### src/rtl/spirp_pkg.sv
package spirp_pkg;
    localparam int ADDR_W = 5;
    localparam int NREG   = 1 << ADDR_W;
    localparam int DATA_W = 8;

    localparam int CFG_BIDIR = 7;
    localparam int CFG_LSB   = 6;
    localparam int CFG_SRST  = 5;

    typedef enum logic [2:0] {
        ST_IDLE,
        ST_INSTR,
        ST_WRITE,
        ST_READ,
        ST_DONE
    } state_t;

    function automatic logic [DATA_W-1:0] reg_default(input logic [ADDR_W-1:0] a);
        return (a == ADDR_W'(1)) ? 8'h04 : 8'h00;
    endfunction
endpackage

### src/rtl/spirp_sync.sv
module spirp_sync #(
    parameter int SYNC_STAGES = 2
) (
    input  logic clk,
    input  logic rst_n,
    input  logic cs_n,
    input  logic sclk,
    input  logic sdi,
    output logic cs_act,
    output logic sclk_rise,
    output logic sclk_fall,
    output logic sdi_q
);
    logic [SYNC_STAGES-1:0] cs_sh;
    logic [SYNC_STAGES-1:0] ck_sh;
    logic [SYNC_STAGES-1:0] di_sh;
    logic                   ck_d;

    always_ff @(posedge clk or negedge rst_n) begin
        if (!rst_n) begin
            cs_sh <= '1;
            ck_sh <= '0;
            di_sh <= '0;
            ck_d  <= 1'b0;
        end else begin
            cs_sh <= {cs_sh[SYNC_STAGES-2:0], cs_n};
            ck_sh <= {ck_sh[SYNC_STAGES-2:0], sclk};
            di_sh <= {di_sh[SYNC_STAGES-2:0], sdi};
            ck_d  <= ck_sh[SYNC_STAGES-1];
        end
    end

    assign cs_act    = ~cs_sh[SYNC_STAGES-1];
    assign sclk_rise =  ck_sh[SYNC_STAGES-1] & ~ck_d;
    assign sclk_fall = ~ck_sh[SYNC_STAGES-1] &  ck_d;
    assign sdi_q     =  di_sh[SYNC_STAGES-1];
endmodule

### src/rtl/spirp_regfile.sv
module spirp_regfile
    import spirp_pkg::*;
#(
    parameter int IMPL_COUNT = 13
) (
    input  logic              clk,
    input  logic              rst_n,
    input  logic              wr_en,
    input  logic [ADDR_W-1:0] wr_addr,
    input  logic [DATA_W-1:0] wr_data,
    input  logic [ADDR_W-1:0] rd_addr,
    output logic [DATA_W-1:0] rd_data,
    output logic              cfg_bidir,
    output logic              cfg_lsb
);
    logic [DATA_W-1:0] regs [NREG];
    logic              srst;

    assign srst = wr_en && (wr_addr == '0) && wr_data[CFG_SRST];

    for (genvar i = 0; i < NREG; i++) begin : g_reg
        if (i >= IMPL_COUNT) begin : g_none
            assign regs[i] = '0;
        end else if (i == 0) begin : g_cfg
            logic [DATA_W-1:0] q;
            always_ff @(posedge clk or negedge rst_n) begin
                if (!rst_n)
                    q <= reg_default('0);
                else if (wr_en && (wr_addr == '0))
                    q <= wr_data & ~(DATA_W'(1) << CFG_SRST);
            end
            assign regs[i] = q;
        end else begin : g_rw
            logic [DATA_W-1:0] q;
            always_ff @(posedge clk or negedge rst_n) begin
                if (!rst_n)
                    q <= reg_default(ADDR_W'(i));
                else if (srst)
                    q <= reg_default(ADDR_W'(i));
                else if (wr_en && (wr_addr == ADDR_W'(i)))
                    q <= wr_data;
            end
            assign regs[i] = q;
        end
    end

    assign rd_data   = regs[rd_addr];
    assign cfg_bidir = regs[0][CFG_BIDIR];
    assign cfg_lsb   = regs[0][CFG_LSB];
endmodule

### src/rtl/spirp_ctrl.sv
module spirp_ctrl
    import spirp_pkg::*;
(
    input  logic              clk,
    input  logic              rst_n,
    input  logic              cs_act,
    input  logic              sclk_rise,
    input  logic              sclk_fall,
    input  logic              sdi,
    input  logic              cfg_lsb,
    input  logic [DATA_W-1:0] rd_data,
    output state_t            state,
    output logic              wr_en,
    output logic [ADDR_W-1:0] addr_o,
    output logic [DATA_W-1:0] wr_data,
    output logic              out_bit,
    output logic              rd_seen
);
    state_t            nxt;
    logic [2:0]        bit_cnt;
    logic [DATA_W-1:0] shreg;
    logic [ADDR_W-1:0] addr;
    logic [1:0]        left;
    logic              out_q;
    logic              seen_q;

    logic [DATA_W-1:0] rx_next;
    logic              shifting;
    logic              byte_done;
    logic              lsb_eff;
    logic [ADDR_W-1:0] addr_step;

    always_comb begin
        rx_next   = cfg_lsb ? {sdi, shreg[DATA_W-1:1]} : {shreg[DATA_W-2:0], sdi};
        shifting  = (state == ST_INSTR) || (state == ST_WRITE) || (state == ST_READ);
        byte_done = shifting && sclk_rise && (bit_cnt == 3'd7);
        // a byte landing in the config register steers the very next step
        lsb_eff   = ((state == ST_WRITE) && (addr == '0)) ? rx_next[CFG_LSB] : cfg_lsb;
        addr_step = lsb_eff ? addr + ADDR_W'(1) : addr - ADDR_W'(1);
    end

    // state register
    always_ff @(posedge clk or negedge rst_n) begin
        if (!rst_n) state <= ST_IDLE;
        else        state <= nxt;
    end

    // next-state logic
    always_comb begin
        nxt = state;
        if (!cs_act) begin
            nxt = ST_IDLE;
        end else begin
            unique case (state)
                ST_IDLE:  nxt = ST_INSTR;
                ST_INSTR: if (byte_done) nxt = rx_next[7] ? ST_READ : ST_WRITE;
                ST_WRITE: if (byte_done && (left == 2'd0)) nxt = ST_DONE;
                ST_READ:  if (byte_done && (left == 2'd0)) nxt = ST_DONE;
                ST_DONE:  nxt = ST_DONE;
                default:  nxt = ST_IDLE;
            endcase
        end
    end

    // datapath registers
    always_ff @(posedge clk or negedge rst_n) begin
        if (!rst_n) begin
            bit_cnt <= '0;
            shreg   <= '0;
            addr    <= '0;
            left    <= '0;
            out_q   <= 1'b0;
            seen_q  <= 1'b0;
        end else if (!cs_act) begin
            bit_cnt <= '0;
            shreg   <= '0;
            out_q   <= 1'b0;
            seen_q  <= 1'b0;
        end else begin
            if (shifting && sclk_rise) begin
                bit_cnt <= bit_cnt + 3'd1;
                shreg   <= rx_next;
            end
            if (byte_done) begin
                if (state == ST_INSTR) begin
                    addr   <= rx_next[ADDR_W-1:0];
                    left   <= rx_next[6:5];
                    seen_q <= rx_next[7];
                end else begin
                    addr <= addr_step;
                    left <= left - 2'd1;
                end
            end
            if (sclk_fall && (state == ST_READ))
                out_q <= cfg_lsb ? rd_data[bit_cnt] : rd_data[3'd7 - bit_cnt];
        end
    end

    // outputs
    always_comb begin
        wr_en   = (state == ST_WRITE) && byte_done;
        addr_o  = addr;
        wr_data = rx_next;
        out_bit = out_q;
        rd_seen = seen_q;
    end
endmodule

### src/rtl/spirp_top.sv
module spirp_top
    import spirp_pkg::*;
#(
    parameter int IMPL_COUNT  = 13,
    parameter int SYNC_STAGES = 2
) (
    input  logic clk,
    input  logic rst_n,
    input  logic cs_n,
    input  logic sclk,
    input  logic sdio_in,
    output logic sdio_out,
    output logic sdio_oe,
    output logic sdo_out,
    output logic sdo_oe
);
    logic              cs_act;
    logic              sclk_rise;
    logic              sclk_fall;
    logic              sdi_q;
    logic              cfg_bidir;
    logic              cfg_lsb;
    logic              wr_en;
    logic [ADDR_W-1:0] wr_addr;
    logic [DATA_W-1:0] wr_data;
    logic [DATA_W-1:0] rd_data;
    logic              out_bit;
    logic              rd_seen;
    state_t            state;

    spirp_sync #(.SYNC_STAGES(SYNC_STAGES)) sync_i (
        .clk       (clk),
        .rst_n     (rst_n),
        .cs_n      (cs_n),
        .sclk      (sclk),
        .sdi       (sdio_in),
        .cs_act    (cs_act),
        .sclk_rise (sclk_rise),
        .sclk_fall (sclk_fall),
        .sdi_q     (sdi_q)
    );

    spirp_ctrl ctrl_i (
        .clk       (clk),
        .rst_n     (rst_n),
        .cs_act    (cs_act),
        .sclk_rise (sclk_rise),
        .sclk_fall (sclk_fall),
        .sdi       (sdi_q),
        .cfg_lsb   (cfg_lsb),
        .rd_data   (rd_data),
        .state     (state),
        .wr_en     (wr_en),
        .addr_o    (wr_addr),
        .wr_data   (wr_data),
        .out_bit   (out_bit),
        .rd_seen   (rd_seen)
    );

    spirp_regfile #(.IMPL_COUNT(IMPL_COUNT)) regs_i (
        .clk       (clk),
        .rst_n     (rst_n),
        .wr_en     (wr_en),
        .wr_addr   (wr_addr),
        .wr_data   (wr_data),
        .rd_addr   (wr_addr),
        .rd_data   (rd_data),
        .cfg_bidir (cfg_bidir),
        .cfg_lsb   (cfg_lsb)
    );

    assign sdio_out = out_bit;
    assign sdo_out  = out_bit;
    assign sdio_oe  = cfg_bidir && rd_seen && ((state == ST_READ) || (state == ST_DONE));
    assign sdo_oe   = cs_act && !cfg_bidir;
endmodule

### config.mk
export PLATFORM = sky130hd
export DESIGN_NAME = spirp_top
export DESIGN_NICKNAME = d
export VERILOG_FILES = /design/src/rtl/spirp_pkg.sv /design/src/rtl/spirp_sync.sv /design/src/rtl/spirp_regfile.sv /design/src/rtl/spirp_ctrl.sv /design/src/rtl/spirp_top.sv
export SDC_FILE = /design/constraint.sdc
export NUM_CORES = 1
export LEC_CHECK = 0
export BUFFER_PORTS_ARGS = -buffer_cell sky130_fd_sc_hd__buf_2
export CAP_MARGIN = 10
export CORE_UTILIZATION = 50
export CTS_CLUSTER_DIAMETER = 200
export DETAILED_ROUTE_END_ITERATION = 16
export HOLD_SLACK_MARGIN = 0.06
export PLACE_DENSITY = 0.78
export SYNTH_ARGS = -nofsm -noshare
export SYNTH_HDL_FRONTEND = slang
export SYNTH_SLANG_ARGS = --single-unit
### constraint.sdc
create_clock -name clk -period 3.3 [get_ports clk]
set_input_delay 0.165 -clock clk [delete_from_list [all_inputs] [get_ports clk]]
set_output_delay 0.165 -clock clk [all_outputs]
set_load 0.005 [all_outputs]
==> results.md, run 1 <==
* Yosys cell types at 58
* Antenna cells at 0
* Slew Limit Fails at 0
* CTS tree: done
* Slowest cell delay on critical path at 0.61 ns
* Post_cts resized at 0
* Slew headroom at 43.9%
* Largest cells by area after synthesis: dfrtp_1 48%, a211oi_1 9.8%, nor2_1 7.2%
* Mapped Area at 0.00676 mm²
* Worst-margin pin slew at 0.831 ns
* Power Dens Cells at 493 mW/mm²
* Final setup viols at 0
* Clock Path Buffers at 2
* Critical Path AT at 3.06 ns
* Final Cycle Share at 83.8%
* IO Count at 9
* Setup TNS at 0 ns
* Yosys reg bits at 133
* Max_cap viols at 0
* Nets at 662
* DRT Pass-1 Iters at 5
* Pin count of the biggest net entering global routing at 65
* Crit-path max FO at 22
* Post-DRT Antenna Nets at 0
* Input/output buffers at 8
* Post-synth top area share at 48.1%
* Initial Utilization at 51.2%
* Max Fclk at 362 MHz
* Synth Net Count at 658
* Initial antenna violation count at 0
* Layout Utilization at 58.1%
* Commonest cells in the netlist: 130 x dfrtp_1, 130 x nor2_1, 88 x a211oi_1, 39 x clkbuf_1, 35 x nand2_1
* Setup ws final at 0.535 ns
* DP Worst Slack at 0.543 ns
* Final Power at 3780 µW
* Hold-fix buffers at CTS at 4
* Critical path type: reg2reg
* Synth warn at 0
* Hold WC Path Type: reg2reg
* Setup bufs post-CTS at 0
* Die Wd at 118 µm
* Hold Violations, Final at 0
* Routed len/inst at 19.8 µm
* Clk root buf: clkbuf_16
* DP HPWL at 10.7 mm
* Post-layout min period at 2.76 ns
* Number of H-tree levels at 4
* Clk_skew at 0.00613 ns
* GRT overflow at 0
* Final GP Congestion at 0.918
* 1st-iter DRT viols at 536
* First-pass GRT wire length at 27.4 mm
* Register clock-pin slew on the reported worst setup and hold paths at 0.06 ns
* Post-synth ARST share at 100%
* Row cnt at 42
* Clk sinks at 133
* Mean post-synth cell area at 10.5 µm²
* Core area at 0.0132 mm²
* Total track usage at 25.8%
* Slowest cell on the critical path: dfrtp_2
* Die Ht at 118 µm
* Via density at 6.15
* Worst IR Drop VDD at 374 µV
* # DRC at 0
* Post-synth top area cell: dfrtp_1
* Total clock buffers created by CTS at 17
* WL final at 16.6 mm
* Status: finished clean
* Synthesized instance count at 645
* DIE AREA at 0.0140 mm²
* Synth Flop Type: dfrtp_1
* Layout cells sized above 1 at 19.3%
* Required time of the critical path at 3.60 ns
* Startpoint Class: register
* Leakage at 0.00326 µW
* Clock Latency Late Sink at 0.43 ns
* CP Capture Type: register
* WHS at 0.352 ns
* CP cell instances: buf_4 -> mux2_2 -> a222oi_1 -> nand3_1 -> mux4_2 -> a2bb2oi_1 -> o211ai_1
* Layout area overhead at 13.3%
* RSZ-0062 raised after global routing: false
* Register area share after synthesis at 49.3%
* Vias in the first global route at 5,109
* Via count at 5,150
* Post-synth EDFFs at 0
==> cell families after synthesis <==
group | share of synthesized area [%]
adder cells (fa/ha/maj) | 1.48
AND/OR/NAND/NOR | 15.7
XOR/XNOR | 0.130
AO/OA/AOI/OAI | 18.1
buffers and inverters | 4.46
multiplexers | 10.8
flip-flops | 49.3
==> metal layers <==
| metal | share of wire (%) | routed length (µm) | GRT usage, % |
|---|---|---|---|
| met3 | 5.2 | 867 | 7.05 |
| met5 | 0 | 0 | 0 |
| met2 | 47 | 7720 | 38.5 |
| met4 | 3.5 | 586 | 12.5 |
| met1 | 45 | 7400 | 34.7 |
==> registers in the layout, indices dropped and copies added (netlist names) <==
signal            cells
sync_i.ck_sh          2
ctrl_i.shreg          8
ctrl_i.addr_o         5
sync_i.ck_d           1
ctrl_i.rd_seen        1
ctrl_i.out_bit        1
regs_i.g.g_rw.q      96
ctrl_i.bit_cnt        3
sync_i.cs_sh          2
sync_i.di_sh          2
ctrl_i.state          3
regs_i.g.g_cfg.q      7
ctrl_i.left           2
==> power breakdown <==
part	internal (µW)	switching, µW	leakage, µW
Clock	1260	712	0.000297
Sequential	1650	16.8	0.00183
Combinational	40.7	102	0.00113
Total	2950	831	0.00326
==> worst max-delay path: cells and delay by family, from the launching register on <==
kind / cells / cell delay (ns)
flip-flops: 1 / 0.61
AND/OR/NAND/NOR: 1 / 0.16
AO/OA/AOI/OAI: 3 / 0.56
multiplexers: 2 / 0.88
buffers and inverters: 1 / 0.40
==> per-stage QoR <==
step	std cells	area (µm²)
after global placement	802	7010
final	838	7660
after CTS	838	7660
after floorplan	645	6760
after detailed placement	802	7010
after global routing	838	7660
==> cell type report <==
cell class,instances,area (µm²)
clock buffer,19,433
timing repair buffer,41,325
multi-input combinational,447,3130
tap,176,220
inverter,9,33.8
sequential,133,3330
clock inverter,13,181
fill,1040,5530
==> final timing paths <==
kind                                         startpoint                                    end  slack, ns  depth (start not counted)
max in group asynchronous                         rst_n              sync_i.cs_sh[1]$_DFF_PN1_       2.15                          3
setup reg to reg           ctrl_i.addr_o[0]$_DFFE_PN0P_             ctrl_i.out_bit$_DFFE_PN0P_       0.54                          7
hold / removal                sync_i.di_sh[0]$_DFF_PN0_              sync_i.di_sh[1]$_DFF_PN0_       0.35                          0
setup / recovery           ctrl_i.addr_o[0]$_DFFE_PN0P_             ctrl_i.out_bit$_DFFE_PN0P_       0.54                          7
min in group asynchronous                         rst_n  regs_i.g_reg[7].g_rw.q[0]$_DFFE_PN0P_       0.37                          2
hold reg to reg               sync_i.di_sh[0]$_DFF_PN0_              sync_i.di_sh[1]$_DFF_PN0_       0.35                          0
==> cells in the final DEF (no fill, tap or decap), types with 3 or more instances in the layout <==
cell | netlist | layout
clkbuf_16 | 0 | 17
dlygate4sd3_1 | 0 | 4
nand3_1 | 8 | 8
nor2b_1 | 4 | 4
nor2_1 | 130 | 130
a211oi_2 | 8 | 8
dfstp_2 | 3 | 3
o2111ai_1 | 3 | 3
ha_1 | 8 | 8
mux2_2 | 22 | 22
mux4_2 | 14 | 14
nand2b_1 | 5 | 5
nand2_1 | 35 | 35
buf_4 | 2 | 28
bufinv_16 | 0 | 4
inv_1 | 7 | 7
a222oi_1 | 6 | 6
o22ai_1 | 3 | 3
a2bb2oi_1 | 5 | 5
nor3_1 | 12 | 11
mux2i_1 | 17 | 16
nor3b_1 | 3 | 3
nor2_8 | 4 | 4
o211ai_1 | 3 | 3
a22oi_1 | 6 | 6
a211oi_1 | 88 | 88
clkinv_2 | 0 | 4
buf_2 | 7 | 7
nand4_1 | 3 | 3
a21oi_1 | 27 | 27
dfrtp_1 | 130 | 129
No activity file was read; power rests on OpenSTA's default activity.
==> run 2: changes to the inputs <==
- ABC_AREA: default -> 1
- clock period: 3.3 -> 2.85 ns (I/O delays scaled with it)
==> run 2 against run 1 <==
Sequential share of layout area is 0.73 points higher. Sequential power is 19% higher. Routed wire length is 0.63% higher. Non-clock buffer count is 18 lower. Total power is 19% higher. Via count is 13% higher. Critical path type unchanged. Critical endpoint is now regs_i.g_reg[12].g_rw.q[0]$_DFFE_PN0P_.
==> results.md, run 2 <==
* Synth Flop Type: dfrtp_1
* Top-count cell post-synth: nand2_1
* Max_cap viols at 0
* Hold Violations, Final at 0
* Total track usage at 25.6%
* Layout area overhead at 10.7%
* Hold-fix buffers at CTS at 4
* DP HPWL at 10.7 mm
* Leakage at 0.00356 µW
* 1st-iter DRT viols at 565
* Input/output buffers at 8
* Most common cell after layout, fill and taps aside: nand2_1
* Die Ht at 119 µm
* Most frequent cells in the layout: 346 x nand2_1, 130 x dfrtp_1, 83 x inv_1, 83 x o21ai_1, 60 x nand3_1
* Hold WC Path Type: in2async
* Clk root buf: clkbuf_16
* Synth warn at 0
* Post-layout min period at 2.49 ns
* Clock Latency Late Sink at 0.42 ns
* DP Worst Slack at 0.453 ns
* Die Wd at 119 µm
* Initial Utilization at 51.4%
* Via density at 5.35
* CP delay by family, top: simple AND/OR/NAND/NOR gates
* Clk_skew at 0.00676 ns
* Pin count of the biggest net entering global routing at 61
* WL final at 16.7 mm
* Required time of the critical path at 3.16 ns
* Top reg by flops: regs_i.g.g_rw.q
* Mean post-synth cell area at 7.50 µm²
* Layout cells sized above 1 at 9.17%
* Post-synth top area share at 47.8%
* Synthesized instance count at 907
* Slew headroom at 57.6%
* Critical path type: reg2reg
* Crit-path max FO at 18
* Nets at 916
* First-pass GRT wire length at 28.1 mm
* Post_cts resized at 0
* IO Count at 9
* Final Cycle Share at 87.3%
* Worst-margin pin slew at 0.629 ns
* Vias in the first global route at 5,713
* CP cell instances: ha_1 -> ha_1 -> inv_1 -> nor2_4 -> nand2_2 -> nor2_4 -> inv_2 -> nand2_1 -> o21ai_0
* Post-synth top area cell: dfrtp_1
* Row cnt at 42
* Startpoint Class: register
* Register area share after synthesis at 49.0%
* Post-synth EDFFs at 0
* Setup bufs post-CTS at 0
* Slew Limit Fails at 0
* Worst IR Drop VDD at 484 µV
* Regs by FF count: regs_i.g.g_rw.q: 96 flops, ctrl_i.shreg: 8 flops, regs_i.g.g_cfg.q: 7 flops
* Total clock buffers created by CTS at 17
* CP Capture Type: register
* Fill count at 1,198
* Via count at 5,838
* Commonest cells in the netlist: 346 x nand2_1, 130 x dfrtp_1, 83 x inv_1, 83 x o21ai_1, 60 x nand3_1
* Yosys reg bits at 133
* Slowest cell delay on critical path at 0.48 ns
* Setup ws final at 0.361 ns
* Mapped Area at 0.00681 mm²
* Synth Net Count at 920
* Antenna cells at 0
* GRT overflow at 0
* Power Dens Cells at 595 mW/mm²
* # DRC at 0
* Clk sinks at 133
* Yosys cell types at 33
* RSZ-0062 raised after global routing: false
* Register clock-pin slew on the reported worst setup and hold paths at 0.06 ns
* DRT Pass-1 Iters at 5
* Slowest cell on the critical path: dfrtp_1
* Critical Path AT at 2.80 ns
* DIE AREA at 0.0141 mm²
* Number of H-tree levels at 4
* Max FFs per register at 96
* Initial antenna violation count at 0
* Status: finished clean
* Setup TNS at 0 ns
* Max Fclk at 402 MHz
* Final setup viols at 0
* Routed len/inst at 15.3 µm
* CTS tree: done
* Clock Path Buffers at 2
* Core area at 0.0132 mm²
* Largest cells by area after synthesis: dfrtp_1 48%, nand2_1 19%, o21ai_1 6.1%
* Post-synth ARST share at 100%
* Post-DRT Antenna Nets at 0
* Final GP Congestion at 0.823
* Crit path buf inv count at 2
==> run 2: changes by cell type in the layout (fill, tap and decap cells not counted), sizes merged, moves of 22 or more <==
| cell | change |
|---|---|
| nand2 | +313 |
| o21ai | +139 |
| nor2 | -104 |
| a211oi | -94 |
| inv | +93 |
| nand3 | +52 |
| mux2 | -22 |
==> run 2: area by class of cell <==
| cell class | instances | area, µm² | area share [%] |
|---|---|---|---|
| well taps | 176 | 220 | 2.92 |
| repair buffers | 23 | 181 | 2.41 |
| multi-input cells | 627 | 2830 | 37.5 |
| clock buffers | 21 | 470 | 6.25 |
| clock inverters | 11 | 124 | 1.64 |
| flip-flops and latches | 133 | 3330 | 44.2 |
| inverters | 101 | 379 | 5.03 |
==> run 2: path summary, 6_finish.rpt <==
check | from | endpoint | slack [ns] | cells after the start
max reg2reg | ctrl_i.bit_cnt[0]$_DFFE_PN0P_ | regs_i.g_reg[12].g_rw.q[0]$_DFFE_PN0P_ | 0.36 | 9
min reg2reg | sync_i.ck_sh[0]$_DFF_PN0_ | sync_i.ck_sh[1]$_DFF_PN0_ | 0.35 | 0
max | ctrl_i.bit_cnt[0]$_DFFE_PN0P_ | regs_i.g_reg[12].g_rw.q[0]$_DFFE_PN0P_ | 0.36 | 9
max in group asynchronous | rst_n | sync_i.cs_sh[0]$_DFF_PN1_ | 1.86 | 3
min | rst_n | ctrl_i.out_bit$_DFFE_PN0P_ | 0.25 | 2
min in group clk | sync_i.ck_sh[0]$_DFF_PN0_ | sync_i.ck_sh[1]$_DFF_PN0_ | 0.35 | 0
==> run 2: worst reg2reg max path: stages (launching register included) <==
cell,delay (ns)
dfrtp_1,0.48
ha_1,0.25
ha_1,0.20
inv_1,0.11
nor2_4,0.07
nand2_2,0.21
nor2_4,0.06
inv_2,0.26
nand2_1,0.41
o21ai_0,0.35
==> run 2: metrics by stage <==
step,area (µm²),instances,total power [µW],hold WS [ns],util [%]
5_1_grt,7530,1092,4630,0.301,56.9
2_1_floorplan,6810,907,2210,-0.153,-
6_report,7530,1092,4480,0.248,56.9
3_5_place_dp,6900,1056,2320,0.122,52.1
4_1_cts,7530,1092,4490,0.259,56.9
3_3_place_gp,6900,1056,2320,0.123,52.1
==> run 2: power by group <==
group          internal (µW)  switching [µW]
clock                   1360             824
sequential              1920            47.1
combinational           97.9             233
==> run 2: cells by family (layout without fill, tap and decap cells) <==
logic type	after synthesis	in the layout	synth area share (%)
adders and majority gates	8	8	1.47
and+or+nand+nor	450	450	27.0
buffers and inverters	147	156	9.52
DFF	133	133	49.0
xor gates and xnor gates	4	4	0.515
AOI/OAI and AO/OA	165	165	12.5
==> run 2: routing by layer <==
metal / up-vias / track usage [%] / share of wire, %
met2: 194 / 40.4 / 47
met4: 0 / 9.18 / 1.9
met5: - / 0 / 0
li1: 2854 / - / -
met3: 29 / 4.97 / 6.2
met1: 2761 / 35.2 / 45
==> run 3: changes to the inputs <==
- PLACE_DENSITY: 0.78 -> default
- PLACE_DENSITY_LB_ADDON: default -> 0.3
==> run 3 against run 2 <==
Die area did not move. Non-clock buffer count rose by 2. Total power fell by 2.9%. Final cell count fell by 0.18%. Register-to-register slack improved by 0.04 ns. Sequential share of layout area rose by 0.26 points. Setup slack improved by 0.044 ns. Clock skew rose by 0.0024 ns. Via count fell by 1.4%. Critical endpoint is now regs_i.g_reg[7].g_rw.q[0]$_DFFE_PN0P_. Largest cell class unchanged.
==> results.md, run 3 (synthesized netlist as in run 2, its figures left out) <==
* Hold Violations, Final at 0
* WHS at 0.302 ns
* Hold-fix buffers at CTS at 4
* Total clock buffers created by CTS at 17
* Clk_skew at 0.00918 ns
* Power share of the clock group at 47.1%
* Antenna cells at 0
* # DRC at 0
* Int Pwr at 3310 µW
* Routed len/inst at 15.7 µm
* Clk root buf: clkbuf_16
* Wl on met1 at 7.79 mm
* Slew Limit Fails at 0
* First-pass GRT wire length at 28.6 mm
* Via count at 5,757
* Uppermost routed layer: met4
* Pin count of the biggest net entering global routing at 71
* Sw frac at 24.1%
* Startpoint Class: register
* Crit-path max FO at 18
* Slowest cell delay on critical path at 0.49 ns
* Via density at 5.28
* Core area at 0.0132 mm²
* WL final at 17.1 mm
* Combinational Power Share at 7.6%
* Final Power at 4360 µW
* Crit path buf inv count at 2
* Required time of the critical path at 3.18 ns
* Top reg by flops: regs_i.g.g_rw.q
* RSZ-0062 raised after global routing: false
* Critical Path Stages at 9
* Row cnt at 42
* Clock Latency Late Sink at 0.43 ns
* Max FFs per register at 96
* Layout cells sized above 1 at 8.97%
* Layout area overhead at 10.0%
* Post_cts resized at 0
* 1st-iter DRT viols at 464
* Initial Utilization at 51.4%
* Input/output buffers at 8
* Met2 wire len at 7.70 mm
* Metal3 WL at 1.24 mm
* Slowest cell on the critical path: dfrtp_1
* Placed Instance Area at 0.00690 mm²
* Most common cell after layout, fill and taps aside: nand2_1
* Die Ht at 119 µm
* IO Count at 9
* Initial antenna violation count at 0
* Max_cap viols at 0
* Setup TNS at 0 ns
* Final GP Congestion at 0.892
* DRT Pass-1 Iters at 5
* Critical Path AT at 2.78 ns
* Hold WC Path Type: in2async
* Fin area at 0.00749 mm²
* Final setup viols at 0
* Max Fclk at 409 MHz
* Nets at 918
* Worst-case reg-to-reg path depth at 9
* Post-layout min period at 2.45 ns
* Die Wd at 119 µm
* Setup bufs post-CTS at 0
* Leakage at 0.00354 µW
* Number of H-tree levels at 4
* Power Dens Cells at 582 mW/mm²
* Critical path type: reg2reg
* Clock Path Buffers at 2
* Register clock-pin slew on the reported worst setup and hold paths at 0.06 ns
* Status: finished clean
* CP delay by family, top: simple AND/OR/NAND/NOR gates
* Slew headroom at 53.8%
* Worst-margin pin slew at 0.686 ns
* CP Capture Type: register
* Sequential share of power at 45.3%
* Total track usage at 26.6%
* Most frequent cells in the layout: 346 x nand2_1, 130 x dfrtp_1, 83 x inv_1, 83 x o21ai_1, 60 x nand3_1
* Final Cycle Share at 85.8%
* GRT overflow at 0
* Clk sinks at 133
* CP cell instances: ha_1 -> ha_1 -> inv_1 -> nor2_4 -> nand2_2 -> nor2_4 -> inv_2 -> nand2_1 -> o21ai_0
* Regs by FF count: regs_i.g.g_rw.q: 96 flops, ctrl_i.shreg: 8 flops, regs_i.g.g_cfg.q: 7 flops
* CTS tree: done
* Switching power at 1050 µW
* Post-DRT Antenna Nets at 0
* Worst IR Drop VDD at 480 µV
* DP HPWL at 11.2 mm
* Vias in the first global route at 5,612
* DIE AREA at 0.0141 mm²
[run 3: final timing paths]
kind	startpoint	to	slack [ns]
max in group asynchronous	rst_n	regs_i.g_reg[1].g_rw.q[2]$_DFFE_PN1P_	1.76
worst min-delay path	rst_n	regs_i.g_reg[6].g_rw.q[2]$_DFFE_PN0P_	0.30
worst min register to register	sync_i.di_sh[0]$_DFF_PN0_	sync_i.di_sh[1]$_DFF_PN0_	0.35
worst max-delay path	ctrl_i.bit_cnt[0]$_DFFE_PN0P_	regs_i.g_reg[7].g_rw.q[0]$_DFFE_PN0P_	0.40
min in group clk	sync_i.di_sh[0]$_DFF_PN0_	sync_i.di_sh[1]$_DFF_PN0_	0.35
worst max register to register	ctrl_i.bit_cnt[0]$_DFFE_PN0P_	regs_i.g_reg[7].g_rw.q[0]$_DFFE_PN0P_	0.40
[run 3: routing by layer]
| layer | vias to the layer above | track usage [%] |
|---|---|---|
| li1 | 2859 | - |
| met1 | 2698 | 36.3 |
| met2 | 173 | 40.5 |
| met3 | 27 | 7.24 |
| met4 | 0 | 9.65 |
| met5 | - | 0 |
[run 3: power groups by stage]
stage,logic [µW],clock network (µW),registers (µW)
floorplan,232,0,1980
global placement,322,0,2000
detailed placement,325,0,2010
CTS,331,2090,1970
global route,377,2160,1980
finish,330,2050,1970
[run 3: per-stage QoR]
| stage | cells | util (%) | setup WS [ns] |
|---|---|---|---|
| after global routing | 1090 | 56.5 | 0.199 |
| after global placement | 1058 | 52.1 | 0.545 |
| after floorplan | 907 | - | 0.370 |
| after detailed placement | 1058 | 52.1 | 0.444 |
| final | 1090 | 56.5 | 0.405 |
| after CTS | 1090 | 56.5 | 0.416 |
[run 3: area by class of cell]
cell class                 count  area (µm²)
multi-input combinational    627        2830
fill                        1274        5750
sequential                   133        3330
clock inverter                 5        50.0
clock buffer                  23         498
inverter                     101         379
tap                          176         220
timing repair buffer          25         184
